--- config.mk ---
export PLATFORM = sky130hd
export DESIGN_NAME = prom_byte_loader
export DESIGN_NICKNAME = d
export VERILOG_FILES = /design/src/rtl/cfgld_pkg.sv /design/src/rtl/cfgld_mode_dec.sv /design/src/rtl/cfgld_ctrl.sv /design/src/rtl/cfgld_dp.sv /design/src/rtl/prom_byte_loader.sv
export SDC_FILE = /design/constraint.sdc
export NUM_CORES = 1
export LEC_CHECK = 0
export BUFFER_PORTS_ARGS = -buffer_cell sky130_fd_sc_hd__buf_2
export CELL_PAD_IN_SITES_DETAIL_PLACEMENT = 1
export CELL_PAD_IN_SITES_GLOBAL_PLACEMENT = 1
export CORE_MARGIN = 2
export CORE_UTILIZATION = 25
export CTS_CLUSTER_DIAMETER = 120
export DETAILED_ROUTE_END_ITERATION = 7
export PLACE_DENSITY = 0.57
export SETUP_SLACK_MARGIN = 0.02
export SYNTH_ARGS = -nofsm -noshare
export SYNTH_HDL_FRONTEND = slang
export SYNTH_SLANG_ARGS = --single-unit
--- constraint.sdc ---
create_clock -name clk -period 4.7 [get_ports clk]
set_input_delay 0.235 -clock clk [delete_from_list [all_inputs] [get_ports clk]]
set_output_delay 0.235 -clock clk [all_outputs]
set_load 0.05 [all_outputs]
--- src/rtl/cfgld_pkg.sv ---
package cfgld_pkg;

  typedef enum logic [2:0] {
    MODE_SER_MASTER  = 3'b000,
    MODE_RSV_LOW     = 3'b001,
    MODE_RSV_MID     = 3'b010,
    MODE_BUS_SYNC    = 3'b011,
    MODE_PAR_UP      = 3'b100,
    MODE_BUS_ASYNC   = 3'b101,
    MODE_PAR_DOWN    = 3'b110,
    MODE_SER_SLAVE   = 3'b111
  } modeSel_t;

  typedef struct packed {
    logic loadAddr;
    logic dirDown;
    logic bitStep;
    logic byteLoad;
    logic addrStep;
    logic emit;
  } ldStrobe_t;

endpackage

--- src/rtl/cfgld_mode_dec.sv ---
module cfgld_mode_dec
  import cfgld_pkg::*;
(
  input  logic [2:0] modeCode,
  output logic       parMode,
  output logic       downDir,
  output logic       cclkOut,
  output logic       reserved
);

  modeSel_t modeSel;

  always_comb begin
    modeSel  = modeSel_t'(modeCode);
    parMode  = 1'b0;
    downDir  = 1'b0;
    cclkOut  = 1'b0;
    reserved = 1'b0;
    unique case (modeSel)
      MODE_SER_MASTER: cclkOut = 1'b1;
      MODE_PAR_UP: begin
        parMode = 1'b1;
        cclkOut = 1'b1;
      end
      MODE_PAR_DOWN: begin
        parMode = 1'b1;
        downDir = 1'b1;
        cclkOut = 1'b1;
      end
      MODE_BUS_ASYNC: cclkOut = 1'b1;
      MODE_BUS_SYNC, MODE_SER_SLAVE: cclkOut = 1'b0;
      MODE_RSV_LOW, MODE_RSV_MID: reserved = 1'b1;
      default: reserved = 1'b0;
    endcase
  end

endmodule

--- src/rtl/cfgld_ctrl.sv ---
module cfgld_ctrl
  import cfgld_pkg::*;
#(
  parameter int SLOW_DIV    = 8,
  parameter int FAST_FACTOR = 8,
  parameter int BYTE_W      = 8
) (
  input  logic      clk,
  input  logic      rstN,
  input  logic      oscTick,
  input  logic      fastRate,
  input  logic      start,
  input  logic      stop,
  input  logic      frameErr,
  input  logic      parMode,
  input  logic      downDir,
  output ldStrobe_t strb,
  output logic      cfgClk
);

  localparam int FAST_DIV_RAW = SLOW_DIV / FAST_FACTOR;
  localparam int FAST_DIV     = (FAST_DIV_RAW < 1) ? 1 : FAST_DIV_RAW;
  localparam int DIV_W        = (SLOW_DIV > 1) ? $clog2(SLOW_DIV) : 1;
  localparam int BIT_W        = (BYTE_W > 1) ? $clog2(BYTE_W) : 1;
  localparam logic [DIV_W-1:0] SLOW_END = DIV_W'(SLOW_DIV - 1);
  localparam logic [DIV_W-1:0] FAST_END = DIV_W'(FAST_DIV - 1);
  localparam logic [BIT_W-1:0] LAST_BIT = BIT_W'(BYTE_W - 1);

  logic [DIV_W-1:0] divCnt;
  logic [DIV_W-1:0] halfEnd;
  logic [BIT_W-1:0] bitIdx;
  logic running;
  logic suspended;
  logic fastLatched;
  logic dirLatched;
  logic startOk;
  logic advance;
  logic phaseEnd;
  logic riseNow;

  always_comb begin
    startOk  = start & parMode & ~stop;
    halfEnd  = fastLatched ? FAST_END : SLOW_END;
    advance  = running & ~stop & ~startOk & oscTick;
    phaseEnd = advance & (divCnt >= halfEnd);
    riseNow  = phaseEnd & ~cfgClk;

    strb.loadAddr = startOk;
    strb.dirDown  = startOk ? downDir : dirLatched;
    strb.bitStep  = riseNow;
    strb.byteLoad = riseNow & (bitIdx == '0);
    strb.addrStep = riseNow & (bitIdx == LAST_BIT);
    strb.emit     = riseNow & ~suspended & ~frameErr;
  end

  always_ff @(posedge clk) begin
    if (!rstN) begin
      running     <= 1'b0;
      suspended   <= 1'b0;
      fastLatched <= 1'b0;
      dirLatched  <= 1'b0;
      divCnt      <= '0;
      bitIdx      <= '0;
      cfgClk      <= 1'b0;
    end else begin
      fastLatched <= fastLatched | fastRate;
      if (stop) begin
        running <= 1'b0;
      end else if (startOk) begin
        running    <= 1'b1;
        suspended  <= 1'b0;
        dirLatched <= downDir;
        divCnt     <= '0;
        bitIdx     <= '0;
        cfgClk     <= 1'b0;
      end else if (running) begin
        if (frameErr) suspended <= 1'b1;
        if (advance) begin
          if (phaseEnd) begin
            divCnt <= '0;
            cfgClk <= ~cfgClk;
          end else begin
            divCnt <= divCnt + 1'b1;
          end
        end
        if (riseNow) begin
          bitIdx <= (bitIdx == LAST_BIT) ? '0 : bitIdx + 1'b1;
        end
      end
    end
  end

endmodule

--- src/rtl/cfgld_dp.sv ---
module cfgld_dp
  import cfgld_pkg::*;
#(
  parameter int ADDR_W = 18,
  parameter int BYTE_W = 8
) (
  input  logic              clk,
  input  logic              rstN,
  input  ldStrobe_t         strb,
  input  logic [BYTE_W-1:0] promData,
  output logic [ADDR_W-1:0] promAddr,
  output logic              serialBit,
  output logic              bitValid
);

  localparam logic [ADDR_W-1:0] ADDR_LOW  = '0;
  localparam logic [ADDR_W-1:0] ADDR_HIGH = '1;

  logic [BYTE_W-1:0] shiftReg;
  logic              nextBit;

  always_comb begin
    nextBit = strb.byteLoad ? promData[BYTE_W-1] : shiftReg[BYTE_W-1];
  end

  always_ff @(posedge clk) begin
    if (!rstN) begin
      promAddr <= ADDR_LOW;
    end else if (strb.loadAddr) begin
      promAddr <= strb.dirDown ? ADDR_HIGH : ADDR_LOW;
    end else if (strb.addrStep) begin
      promAddr <= strb.dirDown ? promAddr - 1'b1 : promAddr + 1'b1;
    end
  end

  always_ff @(posedge clk) begin
    if (!rstN) begin
      shiftReg  <= '0;
      serialBit <= 1'b1;
      bitValid  <= 1'b0;
    end else begin
      bitValid <= strb.emit;
      if (strb.byteLoad) begin
        shiftReg <= promData << 1;
      end else if (strb.bitStep) begin
        shiftReg <= shiftReg << 1;
      end
      if (strb.emit) serialBit <= nextBit;
    end
  end

endmodule

--- src/rtl/prom_byte_loader.sv ---
module prom_byte_loader
  import cfgld_pkg::*;
#(
  parameter int ADDR_W      = 18,
  parameter int BYTE_W      = 8,
  parameter int SLOW_DIV    = 8,
  parameter int FAST_FACTOR = 8
) (
  input  logic              clk,
  input  logic              rstN,
  input  logic [2:0]        modeCode,
  input  logic              oscTick,
  input  logic              fastRate,
  input  logic              start,
  input  logic              stop,
  input  logic              frameErr,
  input  logic [BYTE_W-1:0] promData,
  output logic [ADDR_W-1:0] promAddr,
  output logic              cfgClk,
  output logic              serialBit,
  output logic              bitValid,
  output logic              modeParallel,
  output logic              cclkIsOutput,
  output logic              modeReserved
);

  ldStrobe_t strb;
  logic      downDir;

  cfgld_mode_dec u_dec (
    .modeCode (modeCode),
    .parMode  (modeParallel),
    .downDir  (downDir),
    .cclkOut  (cclkIsOutput),
    .reserved (modeReserved)
  );

  cfgld_ctrl #(
    .SLOW_DIV    (SLOW_DIV),
    .FAST_FACTOR (FAST_FACTOR),
    .BYTE_W      (BYTE_W)
  ) u_ctrl (
    .clk      (clk),
    .rstN     (rstN),
    .oscTick  (oscTick),
    .fastRate (fastRate),
    .start    (start),
    .stop     (stop),
    .frameErr (frameErr),
    .parMode  (modeParallel),
    .downDir  (downDir),
    .strb     (strb),
    .cfgClk   (cfgClk)
  );

  cfgld_dp #(
    .ADDR_W (ADDR_W),
    .BYTE_W (BYTE_W)
  ) u_dp (
    .clk       (clk),
    .rstN      (rstN),
    .strb      (strb),
    .promData  (promData),
    .promAddr  (promAddr),
    .serialBit (serialBit),
    .bitValid  (bitValid)
  );

endmodule

* Word level (Yosys, flattened, before mapping)
Index checks and enable logic that the tools add are counted.
Storage, ports and cells: flip-flop bits (word level) 38, input port bits 18
Cells by class: $add $sub $neg 4, $lt $le $gt $ge 1, equality and inequality tests 6, multiplexer cells 28, bitwise gates (word level) 18, reduce and logical (&&, ||, !) cells 17
Operators by type and width (number):
- $mux W18 | 4
- $mux W3 | 9
- $add A18 B1 Y18 const B | 1
- $sub A18 B1 Y18 const B | 1
- $mux W8 | 2
- $reduce_bool A2 Y1 | 7
- $mux W1 | 13
- $eq A3 B3 Y1 const B | 4
- $and A1 B1 Y1 | 11
- $reduce_and A3 Y1 | 3
- $add A3 B1 Y3 const B | 2
- $logic_not A3 Y1 | 2
- $not A1 Y1 | 6
- $reduce_or A2 Y1 | 3
- $reduce_and A4 Y1 | 1
- $reduce_or A4 Y1 | 1
- $eq A3 B1 Y1 const B | 1
- $eq A3 B2 Y1 const B | 1
- $ge A3 B3 Y1 | 1
- $or A1 B1 Y1 | 1

* Logic depth before layout (Yosys ltp)
depth in word-level cells 13, gate-level depth with buffers 11, depth with buffers taken out 10

* By module
From an unflattened synthesis, not the netlist that was laid out.
Unflattened totals: cells, all modules 317, area, all modules 2632.5 µm²
By module, submodules not included:
- cfgld_dp | times used 1, cells an instance 238, area an instance 1946.9 µm², seq. area each 540.5 µm²
- cfgld_ctrl | times used 1, cells an instance 72, area an instance 641.9 µm², seq. area each 220.2 µm²
- cfgld_mode_dec | times used 1, cells an instance 7, area an instance 43.8 µm², seq. area each 0.0 µm²

* Worst setup path after synthesis
Ideal clock, no wire load.
path type input port to flip-flop, start input modeCode[0], end register u_dp.promAddr[17], library setup time 0.086 ns, data arrival time 2.760 ns, data required time 4.614 ns, path slack 1.854 ns, stages on the path 11, path buffers 1, cell sequence and4bb_1 mux2i_2 inv_2 ha_1 buf_2 and4_4 and4bb_2 a32oi_1 mux2_2 o211a_1 a211oi_1
RTL lines:
- start, declared | RTL line prom_byte_loader.sv:11 | input logic [2:0] modeCode,
- end signal, assigned | RTL line cfgld_dp.sv:30 | promAddr <= strb.dirDown ? ADDR_HIGH : ADDR_LOW;
- end signal, assigned | RTL line cfgld_dp.sv:32 | promAddr <= strb.dirDown ? promAddr - 1'b1 : promAddr + 1'b1;
- end, declared | RTL line cfgld_dp.sv:11 | output logic [ADDR_W-1:0] promAddr,

==> results_dict.tcl <==
set metrics [dict create \
    ys_ff_latch 38 \
    fin_crit_sh_pct 70.5 \
    drtAntennaViolNets 0 \
    antenna_cells 0 \
    rows 37 \
    cts_setup_buffers 0 \
    avgViaCountPerCell 5.18 \
    io_pins 42 \
    dieArea_um2 11600 \
    hold_class "primary input to flip-flop" \
    avgRoutedWirePerCell_um 16.7 \
    leakage_uw 0.00146 \
    root_buffer "clkbuf_8" \
    vias 2563 \
    insertion_delay_ps 300 \
    yosysWarnings 0 \
    worstPathArrival_ps 3530 \
    grt_max_degree 28 \
    cpLargestDelayFamily "compound AO/OA/AOI/OAI gates" \
    rsz0062_at_grt "false" \
    nets 400 \
    critPathBufInv 3 \
    grt_use_total_pct 14.9 \
    crit_slowest_cell "ha_1" \
    path_class "primary input to flip-flop" \
    slowest_delay_ps 430 \
    final_common_cell "buf_2" \
    crit_chain "buf_2 > and4bb_1 > buf_4 > mux2i_2 > inv_2 > ha_1 > o21ai_0 > and4bb_2 > a32oi_1 > mux2_2 > o211a_1 > a211oi_1" \
    htreeDepth 2 \
    async_flop_share_pct 0 \
    peakVddDrop_mv 0.0987 \
    seq_area_um2 761 \
    fin_crit_ps 3310 \
    synthDistinctLibCells 55 \
    multi_input_area_um2 1810 \
    synth_cells 319 \
    die_y_um 107 \
    cp-end-kind "flip-flop" \
    worstMarginPinSlew_ps 1090 \
    numPortBuffers 41 \
    cts_tree "done" \
    clock_path_buffers 2 \
    postLayoutCoreUtil_pct 30.0 \
    die_width_um 107 \
    syn_nets 361 \
    cp.required_ps 4910 \
    worst_setup_path_start_kind "primary input" \
    path_depth 12 \
    antenna_found_initial 0 \
    status "completed" \
    synth_edf_count 0 \
    drt-total-wl_um 8270 \
    syn-mean-instance-area_um2 8.39 \
    fin_ws_ps 1390 \
    ctsHoldBuffers 0 \
    numCtsBuffers 5 \
    area_growth_pct 16.3 \
    mostFrequentLayoutCells "buf_2 (41), dfxtp_1 (38), nand2_1 (32), ha_1 (23), nor2_1 (22)" \
    grt_pass1_vias 2626 \
    p_per_area_nw_per_um2 225 \
    ys.flop_type "dfxtp_1" \
    drive_above_1_share_pct 17.8 \
    grt_overflow 0 \
    dpl.hpwl_um 6270 \
    cap_violations 0 \
    drt-initial-drc-count 76 \
    hold_depth 2 \
    post-route-drc-count 0 \
    yosysSeqAreaShare_pct 28.4 \
    drt-pass1-iter-count 4 \
    clock-sinks 38 \
    fin_setup_tns_ps 0 \
    fillers 1289 \
    setup_viol 0 \
    worstPathMaxFanout 20 \
    cts_resized 0 \
    pre_cts_slack_ps 1050 \
    clkSlewWorstSetupHoldPaths_ps 90 \
    max_slew_margin_pct 26.8 \
    clock_skew_ps 5.90 \
    start_util_pct 25.8 \
    slew_viol_final 0 \
    core_area_um2 10400 \
    rr_worst_depth 9 \
    gp_congestion 0.799 \
    finalHoldViolCount 0 \
    fmax_mhz 302 \
    grt_pass1_wl_um 13600 \
    synth_area_um2 2680 \
]
## cell usage after synthesis (6+ instances only)
master    number  area share (%)
inv_1         15             2.1
clkbuf_1       6            0.84
o21ai_0       10             1.9
mux2i_1        8             3.0
nor3_1         8             1.5
a21o_1        13             3.6
nand2_1       32             4.5
a21oi_1       21             3.9
dfxtp_1       38              28
ha_1          23              11
o211a_1        7             2.6
a211oi_1       8             2.2
xor2_1         6             2.0
o21a_1         8             2.2
nand3_1       12             2.2
nor2_1        22             3.1
xnor2_1        8             2.6
## routing by layer
layer  track usage [%]  routed length, um  share of wire, %
met2              25.4               3900                47
met5                 0                  0                 0
met3              2.18                233               2.8
met4              2.84                 65              0.79
met1              20.2               4080                49
## layout make-up
| class | count | area share [%] |
|---|---|---|
| multi-input combinational | 255 | 58.3 |
| sequential | 38 | 24.4 |
| timing repair buffer | 42 | 6.83 |
| tap | 136 | 5.47 |
| clock buffer | 6 | 2.65 |
| inverter | 16 | 1.93 |
| clock inverter | 2 | 0.402 |
## where the power goes
part | internal [uW] | switching, uW | total, uW
clock network | 118 | 139 | 257
logic | 36.2 | 74.3 | 111
registers | 328 | 5.55 | 333
## cell families after synthesis
logic type,share of synthesized area (%)
AOI/OAI and AO/OA,28.4
and+or+nand+nor,19.0
DFF,28.4
buffers and inverters,3.83
adders and majority gates,11.9
xor gates and xnor gates,4.58
muxes,3.93
## per-stage QoR
step | hold WS [ps] | area, um2 | cells | total power [uW]
final | 124 | 3110 | 495 | 701
after global routing | 128 | 3110 | 495 | 738
after CTS | 118 | 3110 | 495 | 710
after detailed placement | 434 | 3020 | 487 | 452
after global placement | 431 | 3020 | 487 | 451
after floorplan | 312 | 2680 | 319 | 418
## flip-flops by register name (all words and copies together) (netlist names)
name	flops
u_dp.bitValid	1
u_ctrl.dirLatched	1
u_dp.shiftReg	7
u_ctrl.fastLatched	1
u_ctrl.running	1
u_ctrl.suspended	1
u_ctrl.divCnt	3
u_dp.serialBit	1
u_dp.promAddr	18
u_ctrl.cfgClk	1
u_ctrl.bitIdx	3
## final timing paths
kind	startpoint	endpoint	slack, ps
hold reg to reg	u_ctrl.bitIdx[1]	u_ctrl.bitIdx[1]	480
setup / recovery	modeCode[0]	u_dp.promAddr[17]	1390
setup reg to reg	u_ctrl.dirLatched	u_dp.promAddr[17]	1680
hold / removal	fastRate	u_ctrl.fastLatched	120
No activity file was read; power rests on OpenSTA's default activity.
